$ cat src/rtl/vpd_pkg.sv
package vpd_pkg;
  typedef enum logic [2:0] {
    SRC_MID  = 3'b000,
    SRC_LOOP = 3'b001,
    SRC_NEG  = 3'b010,
    SRC_POS  = 3'b011,
    SRC_CPU  = 3'b100
  } src_e;
endpackage

$ cat src/rtl/vpd_code_sel.sv
module vpd_code_sel
  import vpd_pkg::*;
#(
  parameter int CODE_W = 24
) (
  input  logic              clk,
  input  logic              rst,
  input  logic [CODE_W-1:0] filt_val,
  input  logic [2:0]        src_sel,
  input  logic              hold,
  input  logic [CODE_W-1:0] cpu_code,
  output logic [CODE_W-1:0] code_q
);
  localparam logic [CODE_W-1:0] MID_CODE = {1'b1, {(CODE_W-1){1'b0}}};

  logic [CODE_W-1:0] pick;
  logic              frozen;

  always_comb begin
    unique case (src_sel)
      SRC_LOOP: pick = {~filt_val[CODE_W-1], filt_val[CODE_W-2:0]};
      SRC_NEG:  pick = '0;
      SRC_POS:  pick = '1;
      SRC_CPU:  pick = cpu_code;
      default:  pick = MID_CODE;
    endcase
  end

  assign frozen = hold && (src_sel == SRC_LOOP);

  always_ff @(posedge clk) begin
    if (rst)          code_q <= MID_CODE;
    else if (!frozen) code_q <= pick;
  end


  hold_freeze_chk: assert property (@(posedge clk) disable iff (rst)
    (hold && src_sel == SRC_LOOP) |=> $stable(code_q));

  full_neg_chk: assert property (@(posedge clk) disable iff (rst)
    (src_sel == SRC_NEG) |=> (code_q == '0));

  reserved_mid_chk: assert property (@(posedge clk) disable iff (rst)
    (src_sel > SRC_CPU) |=> (code_q == MID_CODE));
endmodule

$ cat src/rtl/vpd_prescale.sv
module vpd_prescale #(
  parameter int CLK_DIV = 4
) (
  input  logic clk,
  input  logic rst,
  input  logic div_bypass,
  output logic tick
);
  localparam int SLOW_PER = 2 * CLK_DIV;
  localparam int CNT_W    = $clog2(SLOW_PER + 1);
  localparam logic [CNT_W-1:0] SLOW_LAST = CNT_W'(SLOW_PER - 1);
  localparam logic [CNT_W-1:0] FAST_LAST = CNT_W'(1);

  logic [CNT_W-1:0] cnt_q;
  logic [CNT_W-1:0] last;

  assign last = div_bypass ? FAST_LAST : SLOW_LAST;
  assign tick = (cnt_q >= last);

  always_ff @(posedge clk) begin
    if (rst)       cnt_q <= '0;
    else if (tick) cnt_q <= '0;
    else           cnt_q <= cnt_q + 1'b1;
  end


  bypass_window_chk: assert property (@(posedge clk) disable iff (rst)
    (div_bypass && cnt_q <= FAST_LAST) |=> (cnt_q <= FAST_LAST));

  slow_range_chk: assert property (@(posedge clk) disable iff (rst)
    1'b1 |=> (cnt_q <= SLOW_LAST));
endmodule

$ cat src/rtl/vpd_pwm_core.sv
module vpd_pwm_core #(
  parameter int PWM_BITS = 8
) (
  input  logic                clk,
  input  logic                rst,
  input  logic                tick,
  input  logic [PWM_BITS-1:0] duty,
  input  logic                force_lo,
  input  logic                force_hi,
  input  logic                out_en,
  output logic                pin_q,
  output logic                oe_q
);
  logic [PWM_BITS-1:0] pc_q;

  always_ff @(posedge clk) begin
    if (rst)       pc_q <= '0;
    else if (tick) pc_q <= pc_q + 1'b1;
  end

  always_ff @(posedge clk) begin
    if (rst) begin
      pin_q <= 1'b0;
      oe_q  <= 1'b0;
    end else begin
      oe_q <= out_en;
      if (force_hi)      pin_q <= 1'b1;
      else if (force_lo) pin_q <= 1'b0;
      else               pin_q <= (pc_q < duty);
    end
  end


  count_hold_chk: assert property (@(posedge clk) disable iff (rst)
    !tick |=> $stable(pc_q));

  force_hi_chk: assert property (@(posedge clk) disable iff (rst)
    force_hi |=> pin_q);

  force_lo_chk: assert property (@(posedge clk) disable iff (rst)
    (force_lo && !force_hi) |=> !pin_q);

  oe_follow_chk: assert property (@(posedge clk) disable iff (rst)
    1'b1 |=> (oe_q == $past(out_en)));
endmodule

$ cat src/rtl/vpd_top.sv
module vpd_top #(
  parameter int CODE_W   = 24,
  parameter int PWM_BITS = 8,
  parameter int CLK_DIV  = 4
) (
  input  logic              clk,
  input  logic              rst,
  input  logic [CODE_W-1:0] filt_val,
  input  logic [2:0]        src_sel,
  input  logic              hold,
  input  logic              force_lo,
  input  logic              force_hi,
  input  logic              out_en,
  input  logic              div_bypass,
  input  logic [CODE_W-1:0] cpu_code,
  output logic              pwm_pin,
  output logic              pwm_oe,
  output logic [CODE_W-1:0] code_now
);
  logic tick;

  vpd_code_sel #(.CODE_W(CODE_W)) u_sel (
    .clk(clk), .rst(rst), .filt_val(filt_val), .src_sel(src_sel),
    .hold(hold), .cpu_code(cpu_code), .code_q(code_now)
  );

  vpd_prescale #(.CLK_DIV(CLK_DIV)) u_pre (
    .clk(clk), .rst(rst), .div_bypass(div_bypass), .tick(tick)
  );

  vpd_pwm_core #(.PWM_BITS(PWM_BITS)) u_pwm (
    .clk(clk), .rst(rst), .tick(tick),
    .duty(code_now[CODE_W-1 -: PWM_BITS]),
    .force_lo(force_lo), .force_hi(force_hi), .out_en(out_en),
    .pin_q(pwm_pin), .oe_q(pwm_oe)
  );
endmodule

$ cat config.mk
export PLATFORM = sky130hd
export DESIGN_NAME = vpd_top
export DESIGN_NICKNAME = d
export VERILOG_FILES = /design/src/rtl/vpd_pkg.sv /design/src/rtl/vpd_code_sel.sv /design/src/rtl/vpd_prescale.sv /design/src/rtl/vpd_pwm_core.sv /design/src/rtl/vpd_top.sv
export SDC_FILE = /design/constraint.sdc
export NUM_CORES = 1
export LEC_CHECK = 0
export CAP_MARGIN = 10
export CORE_UTILIZATION = 42
export DETAILED_ROUTE_END_ITERATION = 6
export PLACE_DENSITY = 0.87
export RECOVER_POWER = 25
export REMOVE_ABC_BUFFERS = 1
export SETUP_SLACK_MARGIN = 0.2
export SYNTH_ARGS = -nofsm -noshare
export SYNTH_HDL_FRONTEND = slang
export SYNTH_SLANG_ARGS = --single-unit
$ cat constraint.sdc
create_clock -name clk -period 2.1 [get_ports clk]
set_clock_uncertainty 0.1 [all_clocks]
set_input_delay 0.42 -clock clk [delete_from_list [all_inputs] [get_ports clk]]
set_output_delay 0.42 -clock clk [all_outputs]
set_load 0.02 [all_outputs]
==> key figures, run 1 <==
Worst setup path
  – Slowest-stage cell, CP: a211oi_1
  – Cell family with most CP delay: compound AO/OA/AOI/OAI gates
  – R2R Path End: u_pwm.pc_q[5]
  – Worst path bufs/invs: 1
  – Crit. path cell count: 6
  – Element type at the critical path start: input port
  – Crit path from: div_bypass
  – Worst R2R Start: u_pre.cnt_q[2]
  – Critical Path RT: 2180 ps
  – CP arrival: 1970 ps
  – Max Fanout on Critical Path: 4
  – Crit path capture type: flip-flop
  – CP Class: in -> reg
  – R2r setup slk: 210 ps
  – Worst path cell trace: dlygate4sd2_1, ha_4, a211oi_1, nand2_4, nand3_1, mux2_2
  – R2r worst-path depth: 5
  – CP max stage delay: 440 ps
  – Setup crit end: u_pwm.pc_q[5]

Routing
  – Via-to-Cell Ratio: 5.32
  – Drt wl/cell: 14.6 µm
  – Drt pass-1 iters: 7
  – Vias: slightly below 2k
  – Antenna Nets Post-Route: 0
  – DRC: 14
  – Total Wirelength: 5420 µm
  – DRT iter0 DRCs: 118

CTS
  – Clk_lat worst skew: 280 ps
  – Clock transition at path regs: 70 ps
  – Hold-fix buffers, CTS: 0
  – H-tree depth: 2
  – CTS max path bufs: 2
  – Postcts setup bufs: 0
  – CTS root buffer: clkbuf_8
  – CTS resizes: 2
  – CTS tree: built
  – CTS buffer count: 5
  – CTS Sinks: 38

Yosys
  – Cell Area, Synth: between 1500 and 2000 µm²
  – Syn. warnings: 0
  – Synth top area share: 0.386
  – Synth Flop Type: dfxtp_1
  – Synth cell types: 32
  – Mapped Cells: 231
  – Seq/Total Area, Yosys: 0.386
  – Syn Area/Cell: 8.53 µm²
  – EDFF count, synth: 0
  – Top post-synthesis cells by area: dfxtp_1 39%, mux2_2 11%, a21oi_1 8.6%
  – Top cells by count, synth: 38 x dfxtp_1, 34 x a21oi_1, 26 x nand2_1, 24 x o21ai_0, 19 x mux2_2
  – Largest area contributor in the netlist: dfxtp_1
  – Register bit total from synthesis: 38
  – Count leader, synth: dfxtp_1
  – Synth async-reset ratio: 0

STA
  – Final setup viols: 0
  – Fin crit period: approximately 1900 ps
  – Tightest Pin Transition: 465 ps
  – Fin. max-slew vios: 0
  – Min Hold Slack: 434 ps
  – RSZ-0062 raised after global routing: false
  – Fin crit share: 0.899
  – Rel. slew slack: 0.688
  – Fmax: 530 MHz
  – Fin. Hold Viols: 0

Die
  – IO Count: between 80 and 90
  – Std-Cell Rows: 24
  – Die Ht: a little over 70 µm
  – Initial Util: 0.443
  – CORE AREA: roughly 4400 µm²
  – Die width: roughly 70 µm
  – Die Area: slightly below 5000 µm²

Cells and area
  – # diodes: 0
  – Register Area: 761 µm²
  – Multi-input logic area: 1120 µm²
  – Total Nets Final: about 390
  – Fin area: 2970 µm²
  – Share of cells above drive strength 1: 0.129
  – Fin util: 0.669
  – Fill count: 377
  – Syn-to-layout area delta: 50.9%

Global route
  – Pin count of the biggest net entering global routing: 32
  – GR Overflow Total: 0
  – GRT Total Usage: 0.234
  – Initial antenna violation count: 0
  – Vias in the first global route: 2012
  – First-pass GRT wire length: 9230 µm

Job
  – Max Cap Viol: 0

Placed design
  – Placed Area: about 2900 µm²
  – PortBufs: 83
  – DP Wirelength: 3950 µm
  – GP Congestion: 0.850

Power
  – PwrDens: roughly 580 nW/µm²
  – Leak pwr: around 1.1 nW
  – Maximum vdd drop: roughly 0.43 mV

Status
  – Outcome: finished, violations left
  – Failing checks: design-rule violations

Min path
  – Worst min-delay path category: reg -> reg
==> kinds of logic after synthesis <==
logic type,Yosys count,share of synthesized area
compound gates,66,0.186
flops,38,0.386
fa+ha+maj,11,0.0699
mux,20,0.116
simple gates,67,0.168
xor+xnor,6,0.0267
buf+inv,23,0.0470
==> layout by cell type, fill, tap and decap left out, drive strengths merged, types with 7 or more instances in the layout <==
cell	n
nor2	15
o21ai	24
a21oi	34
buf	8
clkbuf	10
nand2	27
nand3	7
inv	9
mux2	20
ha	11
dfxtp	38
clkdlybuf4s50	80
==> how the worst min path moves through the flow <==
stage / startpoint / to / slack, ps / depth (start not counted)
6_report: u_pre.cnt_q[0] / u_pre.cnt_q[0] / 430 / 1
5_1_grt: u_pre.cnt_q[0] / u_pre.cnt_q[0] / 460 / 1
4_1_cts: u_pre.cnt_q[0] / u_pre.cnt_q[0] / 430 / 1
3_5_place_dp: u_pre.cnt_q[0] / u_pre.cnt_q[0] / 420 / 1
3_3_place_gp: u_pre.cnt_q[0] / u_pre.cnt_q[0] / 390 / 1
2_1_floorplan: u_pre.cnt_q[0] / u_pre.cnt_q[0] / 350 / 1
==> worst register-to-register path, cell delays in order, from the launching register on <==
cell and delay [ps]:
dfxtp_1 440, ha_4 240, a211oi_1 440, nand2_4 100, nand3_1 130, mux2_2 330
==> layer usage <==
metal / vias up / global-route usage / part of all wire
li1: 979 / - / -
met1: 905 / 0.274 / 0.43
met2: 72 / 0.407 / 0.48
met3: 19 / 0.0491 / 0.060
met4: 0 / 0.109 / 0.036
met5: - / 0 / 0
==> power breakdown <==
part	internal, mW	leakage [nW]	switching, mW	total [mW]
Clock	0.265	0.0482	0.249	0.514
Sequential	0.764	0.311	0.0378	0.802
Combinational	0.232	0.778	0.180	0.412
==> area by class of cell <==
cell class,instances,share of cell area
multi-input cells,170,0.376
repair buffers,94,0.304
flip-flops and latches,38,0.256
clock buffers,7,0.0291
well taps,52,0.0219
inverters,9,0.0114
clock inverters,1,0.00168
==> flip-flops by register name, summed over array words and instances, names as in the netlist <==
signal	cells
u_sel.code_q	24
u_pwm.pin_q	1
u_pre.cnt_q	4
u_pwm.pc_q	8
u_pwm.oe_q	1
==> stage by stage <==
step           TNS (ps)  instances  setup slack [ps]  total power [mW]
6_report              0        371               212              1.73
5_1_grt               0        371               134              1.81
4_1_cts               0        371               310              1.75
3_5_place_dp       -803        363              -149              1.24
3_3_place_gp       -261        363             -94.8              1.22
2_1_floorplan         0        217               271             0.988
Power figures use the tool's default switching activity.
==> run 2: changes to the inputs <==
--- a/config.mk
+++ b/config.mk
@@ -6,9 +6,10 @@
 export NUM_CORES = 1
 export LEC_CHECK = 0
 export CAP_MARGIN = 10
-export CORE_UTILIZATION = 42
+export CORE_UTILIZATION = 44
+export CTS_BUF_LIST = sky130_fd_sc_hd__clkbuf_4
 export DETAILED_ROUTE_END_ITERATION = 6
-export PLACE_DENSITY = 0.87
+export PLACE_DENSITY = 0.91
 export RECOVER_POWER = 25
 export REMOVE_ABC_BUFFERS = 1
 export SETUP_SLACK_MARGIN = 0.2
==> run 2 against run 1 <==
The run now ends clean. Cell area is 0.84% higher. Critical endpoint is now code_now[16]. Setup slack better by 36 ps. Largest cell class unchanged. Highest routed layer unchanged. Flip-flop and latch count stayed put.
==> key figures, run 2 (synthesis gave the netlist of run 1 again) <==
Cells and area
  – Total Nets Final: 387 (unchanged)
  – Share of cells above drive strength 1: 0.135 (+0.00627)
  – Commonest non-fill, non-tap cell in the layout: clkdlybuf4s50_1
  – Top flop regs: u_sel.code_q (24), u_pwm.pc_q (8), u_pre.cnt_q (4)
  – Register Area: 761 µm² (unchanged)
  – Post-route insts no fill: 369 (-0.54%)
  – Fill count: 318 (-16%)
  – Commonest non-fill, non-tap cells in the layout: 78 x clkdlybuf4s50_1, 38 x dfxtp_1, 34 x a21oi_1, 26 x nand2_1, 24 x o21ai_0
  – Largest register FFs: 24 (unchanged)
  – Largest Register: u_sel.code_q
  – # diodes: 0 (unchanged)
  – Syn-to-layout area delta: 52.2%
  – Multi-input logic area: 1130 µm² (+1.1%)

Die
  – Initial Util: 0.475 (+0.0321)
  – CORE AREA: 4140 µm² (-6.8%)
  – IO Count: 84 (unchanged)
  – Die Area: 4750 µm² (-4.4%)
  – Die Ht: 68.9 µm (-2.2%)
  – Die width: 68.9 µm (-2.2%)
  – Std-Cell Rows: 23 (-4.2%)

Worst setup path
  – Cell family with most CP delay: buffers and inverters
  – Worst path cell trace: clkdlybuf4s50_1
  – CP arrival: 1330 ps (-640 ps)
  – CP max stage delay: 610 ps (+170 ps)
  – Worst path bufs/invs: 1 (unchanged)
  – Crit. path cell count: 1 (-5)
  – Slowest-stage cell, CP: clkdlybuf4s50_1
  – Element type at the critical path start: flip-flop
  – R2r worst-path depth: 5 (unchanged)
  – Crit path capture type: output port
  – CP Class: reg -> out
  – Critical Path RT: 1580 ps (-600 ps)
  – Max Fanout on Critical Path: 3 (-1)

CTS
  – CTS max path bufs: 2 (unchanged)
  – CTS root buffer: clkbuf_4
  – Clock transition at path regs: 110 ps (+40 ps)
  – Clk_lat worst skew: 350 ps (+70 ps)
  – CTS Sinks: 38 (unchanged)
  – CTS tree: built
  – CTS buffer count: 5 (unchanged)
  – H-tree depth: 2 (unchanged)

Global route
  – Vias in the first global route: 1842 (-8.4%)
  – GRT Total Usage: 0.226 (-0.00842)
  – Pin count of the biggest net entering global routing: 32 (unchanged)
  – GR Overflow Total: 0 (unchanged)
  – Initial antenna violation count: 0 (unchanged)
  – First-pass GRT wire length: 7800 µm (-16%)

STA
  – Fin crit share: 0.882 (-0.0172)
  – Setup total negative slack: 0 ps (unchanged)
  – Tightest Pin Transition: 476 ps (+10.9 ps)
  – Fin. Hold Viols: 0 (unchanged)
  – Fin. max-slew vios: 0 (unchanged)
  – Fmax: 540 MHz (+1.9%)
  – Rel. slew slack: 0.683 (-0.00542)
  – Min Hold Slack: 408 ps (-25.8 ps)
  – RSZ-0062 raised after global routing: false
  – Fin crit period: 1850 ps (-36.0 ps)
  – Final setup viols: 0 (unchanged)

Routing
  – Total Wirelength: 5000 µm (-7.7%)
  – DRT iter0 DRCs: 73 (-38%)
  – Via-to-Cell Ratio: 5.23 (-1.7%)
  – Antenna Nets Post-Route: 0 (unchanged)
  – Vias: 1930 (-2.3%)
  – Drt pass-1 iters: 4 (-3)
  – DRC: 0 (-14)
  – Drt wl/cell: 13.6 µm (-7.2%)

Placed design
  – GP Congestion: 0.777 (-8.6%)
  – DP Wirelength: 3700 µm (-6.4%)
  – PortBufs: 83 (unchanged)
  – Placed instance count: 361 (-0.55%)

Power
  – PwrDens: 610 nW/µm² (+4.9%)
  – Tot Pwr: 1.83 mW (+5.7%)
  – Leak pwr: 1.16 nW (+1.7%)
  – Maximum vdd drop: 0.389 mV (-8.5%)

Job
  – Max Cap Viol: 0 (unchanged)

Min path
  – Worst min-delay path category: reg -> reg
  – WHS Path Cells: 1 (unchanged)

Status
  – Outcome: completed
[run 2: cell count changes in the layout (fill, tap and decap cells not counted), moves of 2 or more]
cell             delta
clkbuf_4            +4
clkbuf_8            -6
bufinv_16           +2
clkdlybuf4s50_1     -2
[run 2: layout make-up]
| class | instances | area share |
|---|---|---|
| sequential | 38 | 0.254 |
| inverter | 9 | 0.0113 |
| tap | 50 | 0.0209 |
| clock inverter | 3 | 0.0213 |
| clock buffer | 5 | 0.0125 |
| multi-input combinational | 170 | 0.377 |
| timing repair buffer | 94 | 0.304 |
[run 2: report_power, final]
group	switching, mW	internal, mW	total, mW
clock	0.244	0.367	0.610
sequential	0.0342	0.764	0.798
combinational	0.178	0.241	0.418
total	0.455	1.37	1.83
[run 2: worst paths after layout]
kind	from	end	slack, ps
setup reg to reg	u_pre.cnt_q[2]	u_pwm.pc_q[7]	410
hold reg to reg	u_pre.cnt_q[0]	u_pre.cnt_q[0]	410
hold / removal	u_pre.cnt_q[0]	u_pre.cnt_q[0]	410
setup / recovery	u_sel.code_q[16]	code_now[16]	250
[run 2: routing by layer]
| metal | wire, µm | vias to the layer above | part of all wire | global-route usage |
|---|---|---|---|---|
| li1 | - | 980 | - | - |
| met1 | 2080 | 871 | 0.42 | 0.241 |
| met2 | 2460 | 70 | 0.49 | 0.411 |
| met3 | 359 | 9 | 0.072 | 0.0510 |
| met4 | 102 | 0 | 0.020 | 0.112 |
| met5 | 0 | - | 0 | 0 |
[run 2: through the flow]
stage / worst slack, ps / area [µm²] / utilization
final: 248 / 3000 / 0.723
after global routing: 147 / 3000 / 0.723
after CTS: 223 / 3000 / 0.724
after detailed placement: -146 / 2900 / 0.700
after global placement: -93.1 / 2900 / 0.700
after floorplan: 271 / 1910 / -
[run 2: timing repair]
action / 4_1_cts / 5_1_grt
setup endpoints to repair: 0 / 5
hold buffers: 0 / 0
setup buffers: 0 / 0
gates resized for setup: 0 / 4
